### src/rtl/npc_pkg.sv
package npc_pkg;
   typedef enum logic [2:0] {
      FLOW_SEQ  = 3'd0,
      FLOW_BEQ  = 3'd1,
      FLOW_BNE  = 3'd2,
      FLOW_JMP  = 3'd3,
      FLOW_JAL  = 3'd4,
      FLOW_JR   = 3'd5,
      FLOW_RSV6 = 3'd6,
      FLOW_RSV7 = 3'd7
   } flow_e;
endpackage

### src/rtl/npc_branch_calc.sv
module npc_branch_calc #(
   parameter int ADDR_W    = 32,
   parameter int OFF_W     = 16,
   parameter int WORD_BYTES = 4
) (
   input  logic [ADDR_W-1:0] pc_i,
   input  logic [OFF_W-1:0]  off_i,
   output logic [ADDR_W-1:0] pc_seq_o,
   output logic [ADDR_W-1:0] br_tgt_o
);
   localparam int EXT_W = ADDR_W - OFF_W - 2;
   localparam logic [ADDR_W-1:0] STEP = ADDR_W'(WORD_BYTES);

   if (OFF_W + 2 > ADDR_W) begin : g_bad_off
      $error("npc_branch_calc: offset field too wide for address");
   end

   logic [ADDR_W-1:0] off_bytes;

   if (EXT_W > 0) begin : g_ext
      assign off_bytes = {{EXT_W{off_i[OFF_W-1]}}, off_i, 2'b00};
   end else begin : g_noext
      assign off_bytes = {off_i, 2'b00};
   end

   assign pc_seq_o = pc_i + STEP;
   assign br_tgt_o = pc_seq_o + off_bytes;
endmodule

### src/rtl/npc_jump_calc.sv
module npc_jump_calc #(
   parameter int ADDR_W = 32,
   parameter int TGT_W  = 26
) (
   input  logic [ADDR_W-1:0] pc_seq_i,
   input  logic [TGT_W-1:0]  tgt_i,
   output logic [ADDR_W-1:0] jmp_tgt_o
);
   localparam int REGION_W = ADDR_W - TGT_W - 2;

   if (REGION_W < 0) begin : g_bad_tgt
      $error("npc_jump_calc: target field too wide for address");
   end

   if (REGION_W > 0) begin : g_region
      logic unused_low;
      assign unused_low = ^pc_seq_i[ADDR_W-REGION_W-1:0];
      assign jmp_tgt_o = {pc_seq_i[ADDR_W-1 -: REGION_W], tgt_i, 2'b00};
   end else begin : g_flat
      logic unused_all;
      assign unused_all = ^pc_seq_i;
      assign jmp_tgt_o = {tgt_i, 2'b00};
   end
endmodule

### src/rtl/npc_select.sv
module npc_select
   import npc_pkg::*;
#(
   parameter int ADDR_W = 32
) (
   input  flow_e             flow_i,
   input  logic              go_i,
   input  logic              eq_i,
   input  logic [ADDR_W-1:0] pc_i,
   input  logic [ADDR_W-1:0] pc_seq_i,
   input  logic [ADDR_W-1:0] br_tgt_i,
   input  logic [ADDR_W-1:0] jmp_tgt_i,
   input  logic [ADDR_W-1:0] reg_tgt_i,
   output logic [ADDR_W-1:0] next_pc_o,
   output logic              link_we_o,
   output logic              misalign_o
);
   logic [ADDR_W-1:0] target;

   always_comb begin
      case (flow_i)
         FLOW_BEQ: target = eq_i  ? br_tgt_i : pc_seq_i;
         FLOW_BNE: target = !eq_i ? br_tgt_i : pc_seq_i;
         FLOW_JMP,
         FLOW_JAL: target = jmp_tgt_i;
         FLOW_JR:  target = reg_tgt_i;
         default:  target = pc_seq_i;
      endcase
   end

   assign next_pc_o  = go_i ? target : pc_i;
   assign link_we_o  = go_i && (flow_i == FLOW_JAL);
   assign misalign_o = go_i && (flow_i == FLOW_JR) && (reg_tgt_i[1:0] != 2'b00);
endmodule

### src/rtl/npc_sequencer.sv
module npc_sequencer
   import npc_pkg::*;
#(
   parameter int ADDR_W   = 32,
   parameter int OFF_W    = 16,
   parameter int TGT_W    = 26,
   parameter int RA_W     = 5,
   parameter int LINK_REG = 31
) (
   input  logic              clk_i,
   input  logic              rst_i,
   input  logic              stall_i,
   input  logic [2:0]        flow_i,
   input  logic [TGT_W-1:0]  instr_low_i,
   input  logic              regs_equal_i,
   input  logic [ADDR_W-1:0] reg_target_i,
   output logic [ADDR_W-1:0] pc_o,
   output logic [ADDR_W-1:0] next_pc_o,
   output logic              link_we_o,
   output logic [RA_W-1:0]   link_addr_o,
   output logic [ADDR_W-1:0] link_data_o,
   output logic              misalign_o
);
   localparam logic [ADDR_W-1:0] STEP = ADDR_W'(4);

   if (OFF_W > TGT_W) begin : g_bad_fields
      $error("npc_sequencer: offset field must sit inside target field");
   end
   if (LINK_REG >= (1 << RA_W)) begin : g_bad_link
      $error("npc_sequencer: link register index out of range");
   end

   logic [ADDR_W-1:0] pc_q, pc_seq, br_tgt, jmp_tgt, nxt;
   logic              go, started_q;
   flow_e             flow;

   assign flow = flow_e'(flow_i);
   assign go   = !stall_i && !rst_i;

   npc_branch_calc #(.ADDR_W(ADDR_W), .OFF_W(OFF_W), .WORD_BYTES(4)) u_br (
      .pc_i     (pc_q),
      .off_i    (instr_low_i[OFF_W-1:0]),
      .pc_seq_o (pc_seq),
      .br_tgt_o (br_tgt)
   );

   npc_jump_calc #(.ADDR_W(ADDR_W), .TGT_W(TGT_W)) u_jmp (
      .pc_seq_i  (pc_seq),
      .tgt_i     (instr_low_i),
      .jmp_tgt_o (jmp_tgt)
   );

   npc_select #(.ADDR_W(ADDR_W)) u_sel (
      .flow_i     (flow),
      .go_i       (go),
      .eq_i       (regs_equal_i),
      .pc_i       (pc_q),
      .pc_seq_i   (pc_seq),
      .br_tgt_i   (br_tgt),
      .jmp_tgt_i  (jmp_tgt),
      .reg_tgt_i  (reg_target_i),
      .next_pc_o  (nxt),
      .link_we_o  (link_we_o),
      .misalign_o (misalign_o)
   );

   always_ff @(posedge clk_i) begin
      if (rst_i) begin
         pc_q      <= '0;
         started_q <= 1'b1;
      end else begin
         pc_q      <= nxt;
      end
   end

   assign pc_o        = pc_q;
   assign next_pc_o   = nxt;
   assign link_addr_o = RA_W'(LINK_REG);
   assign link_data_o = pc_seq;

   p_reset_zero_r1: assert property (@(posedge clk_i)
      rst_i |=> (pc_o == '0));

   p_seq_step_r2: assert property (@(posedge clk_i) disable iff (rst_i)
      (started_q === 1'b1 && !stall_i && flow_i == 3'd0) |=> (pc_o == $past(pc_o) + STEP));

   p_jal_region_r7: assert property (@(posedge clk_i) disable iff (rst_i)
      (started_q === 1'b1 && link_we_o) |=> (pc_o[ADDR_W-1 -: 4] == $past(link_data_o[ADDR_W-1 -: 4])));

   p_jr_load_r8: assert property (@(posedge clk_i) disable iff (rst_i)
      (started_q === 1'b1 && !stall_i && flow_i == 3'd5) |=> (pc_o == $past(reg_target_i)));

   p_flag_cause_r9: assert property (@(posedge clk_i) disable iff (rst_i)
      (started_q === 1'b1 && misalign_o) |-> (flow_i == 3'd5 && reg_target_i[1:0] != 2'b00));

   p_stall_hold_r10: assert property (@(posedge clk_i) disable iff (rst_i)
      (started_q === 1'b1 && stall_i) |=> $stable(pc_o));

   p_stall_quiet_r10: assert property (@(posedge clk_i) disable iff (rst_i)
      (started_q === 1'b1 && stall_i) |-> (!link_we_o && !misalign_o));

   p_follow_next_r11: assert property (@(posedge clk_i) disable iff (rst_i)
      (started_q === 1'b1) |=> (pc_o == $past(next_pc_o)));
endmodule

### config.mk
export PLATFORM = sky130hd
export DESIGN_NAME = npc_sequencer
export DESIGN_NICKNAME = d
export VERILOG_FILES = /design/src/rtl/npc_pkg.sv /design/src/rtl/npc_branch_calc.sv /design/src/rtl/npc_jump_calc.sv /design/src/rtl/npc_select.sv /design/src/rtl/npc_sequencer.sv
export SDC_FILE = /design/constraint.sdc
export NUM_CORES = 1
export LEC_CHECK = 0
export BUFFER_PORTS_ARGS = -buffer_cell sky130_fd_sc_hd__buf_2
export CAP_MARGIN = 20
export CORE_MARGIN = 2
export CORE_UTILIZATION = 47
export DETAILED_ROUTE_END_ITERATION = 8
export PLACE_DENSITY = 0.84
export SLEW_MARGIN = 15
export SYNTH_ARGS = -nofsm -noshare
export SYNTH_HDL_FRONTEND = slang
export SYNTH_SLANG_ARGS = --single-unit
export TNS_END_PERCENT = 5
### constraint.sdc
create_clock -name clk_i -period 4.1 [get_ports clk_i]
set_clock_uncertainty 0.05 [all_clocks]
set_input_delay 0.615 -clock clk_i [delete_from_list [all_inputs] [get_ports clk_i]]
set_output_delay 0.615 -clock clk_i [all_outputs]
set_load 0.005 [all_outputs]
==> metrics.md, run 1 <==
| Metric | Value |
|---|---|
| Pleak | `~3.6 nW` |
| GRT overflow | `0` |
| Synth Instances | `654` |
| WS Path Type | `reg -> out` |
| Post-DP HPWL | `15100 um` |
| Combinational share of power | `0.518` |
| WP data required | `3.43 ns` |
| Violated checks | `setup timing` |
| Clock power frac | `0.239` |
| Pwr/cell area | `198 mW/mm2` |
| Vias in the first global route | `about 6000` |
| Final Cell Area | `0.00726 mm2` |
| Final Critical Period | `4.42 ns` |
| Clock Latency Late Sink | `roughly 0.31 ns` |
| Reg2reg path depth | `16` |
| GRT Total Usage | `0.361` |
| Critical path startpoint | `pc_o[3]` |
| Cells along the critical path | `buf_6 -> nand3_4 -> nor4_4 -> buf_4 -> nand3_2 -> xnor2_2 -> ha_1 -> buf_4 -> nand2_1 -> o21bai_1 -> nor2_1 -> a31oi_4 -> buf_4 -> xnor2_1 -> o22ai_2 -> buf_2` |
| Count of final setup violators | `16` |
| Simple-gate area share of the yosys netlist | `0.256` |
| First-pass GRT wire length | `approximately 31000 um` |
| H-tree depth | `2` |
| Core area | `0.00977 mm2` |
| CP Data Arrival Time | `3.76 ns` |
| Final hold violations | `0` |
| Post-synthesis xor/xnor area fraction | `0.0794` |
| Synth async-reset ratio | `0` |
| Maximum root-to-sink buffer count | `2` |
| Port Buf Inserts | `162` |
| Clk slew on worst S/H paths | `0.09 ns` |
| Largest family of logic cells by synthesized area | `compound AO/OA/AOI/OAI gates` |
| Die height | `between 100 and 150 um` |
| Via Count | `just under 7000` |
| # diodes | `0` |
| Pint | `840 uW` |
| Ys Warns | `0` |
| Initial antenna violation count | `0` |
| Cell mode on critical path | `buf_4` |
| Register area share after synthesis | `0.136` |
| WHS Path Cells | `3` |
| Drt first pass iters | `6` |
| Compound-Gate Fraction of Synth Area | `0.346` |
| Final Cycle Share | `1.08` |
| Worst hold start | `stall_i` |
| Per-cell routed wire length | `22.1 um` |
| Worst Path Max Fanout | `8` |
| Residual DRC | `0` |
| Total Routed Length | `approximately 23000 um` |
| Critical path depth in cells | `16` |
| Synth Register Bits | `32` |
| Worst path max stage delay | `0.45 ns` |
| Via/cell ratio | `~6.6` |
| Fraction of layout cells with a size suffix above 1 | `0.464` |
| Area grow syn2layout | `54.0%` |
| Maximum VDD drop | `~0.00015 V` |
| Multiplexer share of the synthesized area | `0.0244` |
| Status | `complete, but fails checks` |
| Net Sw Power | `roughly 600 uW` |
| DRT iter0 DRCs | `1098` |
| CTS Buf Count | `5` |
| Adder-cell share of the synthesized area | `0.0945` |
| Cell area after technology mapping | `0.00471 mm2` |
| Post-DP Area | `0.00610 mm2` |
| Power share of the sequential group | `0.243` |
| Prevailing post-synth register cell | `dfxtp_1` |
| RSZ-0062 raised after global routing | `true` |
| Synth unique cells | `71` |
| Clock root buffer | `clkbuf_8` |
| Switching share of power | `0.417` |
| Max-cap viol count | `0` |
| Area share of the largest cell type after synthesis | `0.136` |
| Post-route setup slack | `-0.323 ns` |
| Final-layout fill cell count | `around 670` |
| Max reg flops | `32` |
| Die width | `104 um` |
| Routability cong. | `1.02` |
| Worst-Margin Slew | `0.879 ns` |
| CP delay by family, top | `simple AND/OR/NAND/NOR gates` |
| Largest net degree at the start of global routing | `24` |
| Ports | `168` |
| Relative slew slack | `0.408` |
| Final ANT Viol Nets | `0` |
| Min-delay worst type | `in -> reg` |
| Die ar. | `~0.011 mm2` |
| Row count | `36` |
| DP Cell Count | `985` |
| TritonCTS clock tree | `done` |
| Slew Limit Fails | `0` |
| Bufs and invs on worst path | `5` |
| Final net count | `998` |
| Post-synth EDFFs | `0` |
| CTS sink count | `32` |
| CP max stage cell | `nor4_4` |
| Crit path capture type | `primary output` |
| Max Fclk | `around 230 MHz` |
| Top cells by area, synth | `dfxtp_1 14%, ha_1 9.0%, a21oi_1 6.5%` |
| Reg-to-reg startpoint | `pc_o[3]` |
| Critical Path Start Type | `flop` |
| Syn Area/Cell | `7.20 um2` |
| Area leader, netlist | `dfxtp_1` |
| Cell Count, Final, Fillers Out | `1032` |
| Initial Util | `0.482` |
[metal layers]
| layer | GRT usage | share of wire | vias to the layer above |
|---|---|---|---|
| met2 | 0.582 | 0.44 | 583 |
| li1 | - | - | 2963 |
| met5 | 0 | 0 | - |
| met3 | 0.0996 | 0.14 | 161 |
| met4 | 0.159 | 0.067 | 0 |
| met1 | 0.450 | 0.36 | 3135 |
[placed cells by master (no fill, tap or decap), types with 7 or more instances in the layout]
cell        n
o21ai_0    37
dfxtp_1    18
a222oi_1    7
or3_1       7
xnor2_2    14
xnor2_1    12
o21ai_1    10
nand3_2     7
dfxtp_2    14
nand4_1    15
ha_1       19
inv_1      17
a21oi_2    12
o21a_1     11
buf_4     115
nand3_1    13
and3_1     10
nor3_1     17
buf_2     162
a21o_1     20
a21oi_1    48
a31oi_1     8
xor2_1      9
ha_4       14
and2_1     16
nor2_1     45
nand2_1    51
[cell usage after synthesis, drive strengths merged (8+ instances only)]
master	number
a21oi	64
xnor2	28
dfxtp	32
xor2	13
nand4	17
a221oi	8
o21a	11
and2	18
nand2	54
or3	8
and3	12
nand3	24
clkbuf	27
nor3	18
inv	17
nor2	49
o21ai	49
a31oi	12
buf	22
ha	34
a21o	21
[logic make-up after synthesis]
family | after synthesis
mux | 11
compound gates | 242
flops | 32
other cells | 1
buf+inv | 66
simple gates | 226
fa+ha+maj | 35
xor+xnor | 41
[power by group through the flow]
| stage | Sequential (mW) | Clock, mW | Combinational (mW) |
|---|---|---|---|
| floorplan | 0.356 | 0 | 0.346 |
| global placement | 0.351 | 0 | 0.596 |
| detailed placement | 0.351 | 0 | 0.602 |
| CTS | 0.346 | 0.335 | 0.641 |
| global route | 0.352 | 0.350 | 0.788 |
| finish | 0.350 | 0.344 | 0.746 |
[repair_timing]
| action | in CTS | in global routing |
|---|---|---|
| hold buffers | 0 | 0 |
| pin swaps | 27 | 45 |
| gates resized for setup | 61 | 76 |
| setup endpoints to repair | 15 | 21 |
| buffers inserted | 20 | 20 |
[tightest hold or removal path: stages]
cell and delay (ns):
buf_2 0.13, o21ba_2 0.14, nor3_1 0.05
[per-stage QoR]
step           setup TNS, ns   util  hold WS, ns  setup WS (ns)  power [mW]
2_1_floorplan              0      -        0.541         0.0332       0.703
5_1_grt                -4.08  0.743        0.617         -0.383        1.49
6_report               -2.48  0.743        0.600         -0.323        1.44
3_3_place_gp               0  0.624        0.564        0.00341       0.947
4_1_cts               -0.524  0.678        0.594        -0.0847        1.32
3_5_place_dp         -0.0634  0.624        0.574        -0.0357       0.952
[layout make-up]
class / instances / area [um2] / share of cell area
inverter: 17 / 63.8 / 0.00879
clock inverter: 3 / 46.3 / 0.00638
clock buffer: 5 / 68.8 / 0.00948
timing repair buffer: 282 / 1740 / 0.240
multi-input combinational: 560 / 4520 / 0.622
tap: 133 / 166 / 0.0229
sequential: 32 / 658 / 0.0907
[worst paths after layout]
check                                endpoint  slack, ns
worst max register to register       pc_o[23]       0.48
worst max-delay path            next_pc_o[23]      -0.32
worst min-delay path                  pc_o[4]       0.60
worst min register to register        pc_o[0]       0.62
No activity file was read; power rests on OpenSTA's default activity.
==> run 2: changes to the inputs <==
- CORE_UTILIZATION: 47 -> 52
- PLACE_DENSITY: 0.84 -> 0.88
- clock period: 4.1 -> 4.7 ns (I/O delays scaled with it)
==> run 2 against run 1 <==
  * The run now ends clean
  * Register-to-register slack improved by 0.61 ns
  * Cell count decreased by 10%
  * Clock-buffer cell count unchanged
  * Critical path depth decreased by 2
  * Setup slack improved by 0.40 ns
  * Non-clock buffer count decreased by 81
  * Cell area decreased by 17%
  * Sequential share of layout area increased by 1.8 points
  * Sequential power decreased by 11%
  * Clock power decreased by 17%
  * Routed wire length decreased by 16%
  * Critical endpoint is now next_pc_o[22]
==> metrics.md, run 2 (same netlist as run 1, synthesis figures left out) <==
| Metric | Value |
|---|---|
| Multi-input gate area | `0.00399 mm2` |
| RSZ-0062 raised after global routing | `true` |
| Status | `complete, no violations` |
| Maximum VDD drop | `0.000132 V` |
| Routability cong. | `1.04` |
| Final Cell Area | `0.00606 mm2` |
| Pwr/cell area | `184 mW/mm2` |
| WP data required | `3.94 ns` |
| DP Cell Count | `approximately 910` |
| Crit path capture | `next_pc_o[22]` |
| Reg2reg path depth | `13` |
| Final net count | `around 920` |
| Switching share of power | `0.406` |
| Pint | `roughly 660 uW` |
| Most Used Layer, Global Route | `met2` |
| GRT overflow | `0` |
| Max reg flops | `32` |
| Met3 usage in global routing | `0.0710` |
| Max-cap viol count | `0` |
| H-tree depth | `2` |
| Per-cell routed wire length | `20.6 um` |
| Relative slew slack | `0.403` |
| Reg2reg end | `pc_o[27]` |
| Vias in the first global route | `5682` |
| CP Data Arrival Time | `between 3 and 4 ns` |
| Max Fclk | `216 MHz` |
| # diodes | `0` |
| Power share of the sequential group | `0.279` |
| Critical Path Start Type | `flop` |
| Post-DP Area | `0.00567 mm2` |
| Clock Latency Late Sink | `0.30 ns` |
| Met1 usage in global routing | `0.508` |
| Crit path capture type | `primary output` |
| Fraction of layout cells with a size suffix above 1 | `0.341` |
| CTS Buf Count | `5` |
| Initial Util | `0.538` |
| R2r setup slk | `1.09 ns` |
| M2 GR Usage | `0.577` |
| Fin util | `0.691` |
| Clock power frac | `0.257` |
| Row count | `34` |
| Pleak | `3.00 nW` |
| Worst hold start | `pc_o[12]` |
| Final setup TNS | `0 ns` |
| Initial antenna violation count | `0` |
| Commonest non-fill, non-tap cell in the layout | `buf_2` |
| Critical path startpoint | `pc_o[2]` |
| Residual DRC | `0` |
| Drt first pass iters | `8` |
| Clk slew on worst S/H paths | `0.09 ns` |
| Combinational share of power | `0.464` |
| Worst-Margin Slew | `0.887 ns` |
| Seq. cell area | `between 600 and 700 um2` |
| Die width | `a little under 100 um` |
| Clock root buffer | `clkbuf_8` |
| DRT iter0 DRCs | `697` |
| Commonest cells after routing, fill and taps aside | `162 x buf_2, 57 x a21oi_1, 53 x nand2_1` |
| Core area | `slightly below 0.009 mm2` |
| Die height | `99.2 um` |
| Worst Path Max Fanout | `6` |
| Port Buf Inserts | `162` |
| Post-DP HPWL | `14500 um` |
| Total Routed Length | `19100 um` |
| Maximum root-to-sink buffer count | `2` |
| Largest net degree at the start of global routing | `23` |
| Pre-CTS setup slack | `0.131 ns` |
| Via/cell ratio | `6.65` |
| TritonCTS clock tree | `done` |
| Min-delay worst type | `reg -> reg` |
| Net Sw Power | `453 uW` |
| Cell Count, Final, Fillers Out | `roughly 930` |
| Reg-to-reg startpoint | `pc_o[15]` |
| WS Path Type | `reg -> out` |
| CTS sink count | `32` |
| GRT Total Usage | `0.370` |
| Final-layout fill cell count | `739` |
| First-pass GRT wire length | `roughly 29000 um` |
| Area grow syn2layout | `28.5%` |
| Slew Limit Fails | `0` |
| CTS Hold Bufs | `0` |
| Ports | `roughly 170` |
| Die ar. | `0.00984 mm2` |
| Final Cycle Share | `0.983` |
| Post-route setup slack | `0.0794 ns` |
| Final hold violations | `0` |
| Final Critical Period | `4.62 ns` |
| Via Count | `6160` |
| Count of final setup violators | `0` |
| Final ANT Viol Nets | `0` |
[run 2: area by class of cell]
type	instances	share of cell area
clock buffers	5	0.0114
well taps	108	0.0223
clock inverters	3	0.00702
flip-flops and latches	32	0.108
repair buffers	201	0.182
multi-input cells	560	0.658
inverters	17	0.0105
[run 2: timing repair]
action                     in CTS  in global routing
setup endpoints to repair       7                 14
pin swaps                       0                  9
gates resized for setup         7                 45
setup buffers                   0                  9
[run 2: how the worst min path moves through the flow]
stage	endpoint	slack (ns)	cells after the start
floorplan	pc_o[12]	0.54	2
global placement	pc_o[1]	0.55	2
detailed placement	pc_o[12]	0.56	2
CTS	pc_o[12]	0.58	2
global route	pc_o[12]	0.63	2
finish	pc_o[12]	0.58	2
[run 2: worst max-delay path, cell delays in order (launching register included)]
cell and delay (ns):
dfxtp_2 0.36, buf_4 0.14, nand3_2 0.16, nor2_2 0.31
and3_2 0.23, xor2_1 0.27, ha_1 0.31, a21o_1 0.19
a31oi_1 0.21, o21ai_1 0.15, a211oi_2 0.31, o21ai_1 0.17
and3_1 0.22, or3_1 0.38, buf_2 0.14
[run 2: routing by layer]
metal  part of all wire  vias to the layer above
met3               0.12                       72
li1                   -                     2785
met1               0.39                     2831
met4              0.037                        0
met5                  0                        -
met2               0.45                      472
[run 2: per-stage QoR]
step / total power [mW] / hold WS, ns
4_1_cts: 1.08 / 0.578
2_1_floorplan: 0.613 / 0.541
3_5_place_dp: 0.796 / 0.563
5_1_grt: 1.17 / 0.625
6_report: 1.11 / 0.578
3_3_place_gp: 0.788 / 0.551
[run 2: power groups by stage]
stage / Combinational (mW) / Clock [mW] / Sequential, mW
floorplan: 0.302 / 0 / 0.311
global placement: 0.476 / 0 / 0.312
detailed placement: 0.483 / 0 / 0.313
CTS: 0.487 / 0.287 / 0.307
global route: 0.561 / 0.295 / 0.313
finish: 0.517 / 0.287 / 0.311
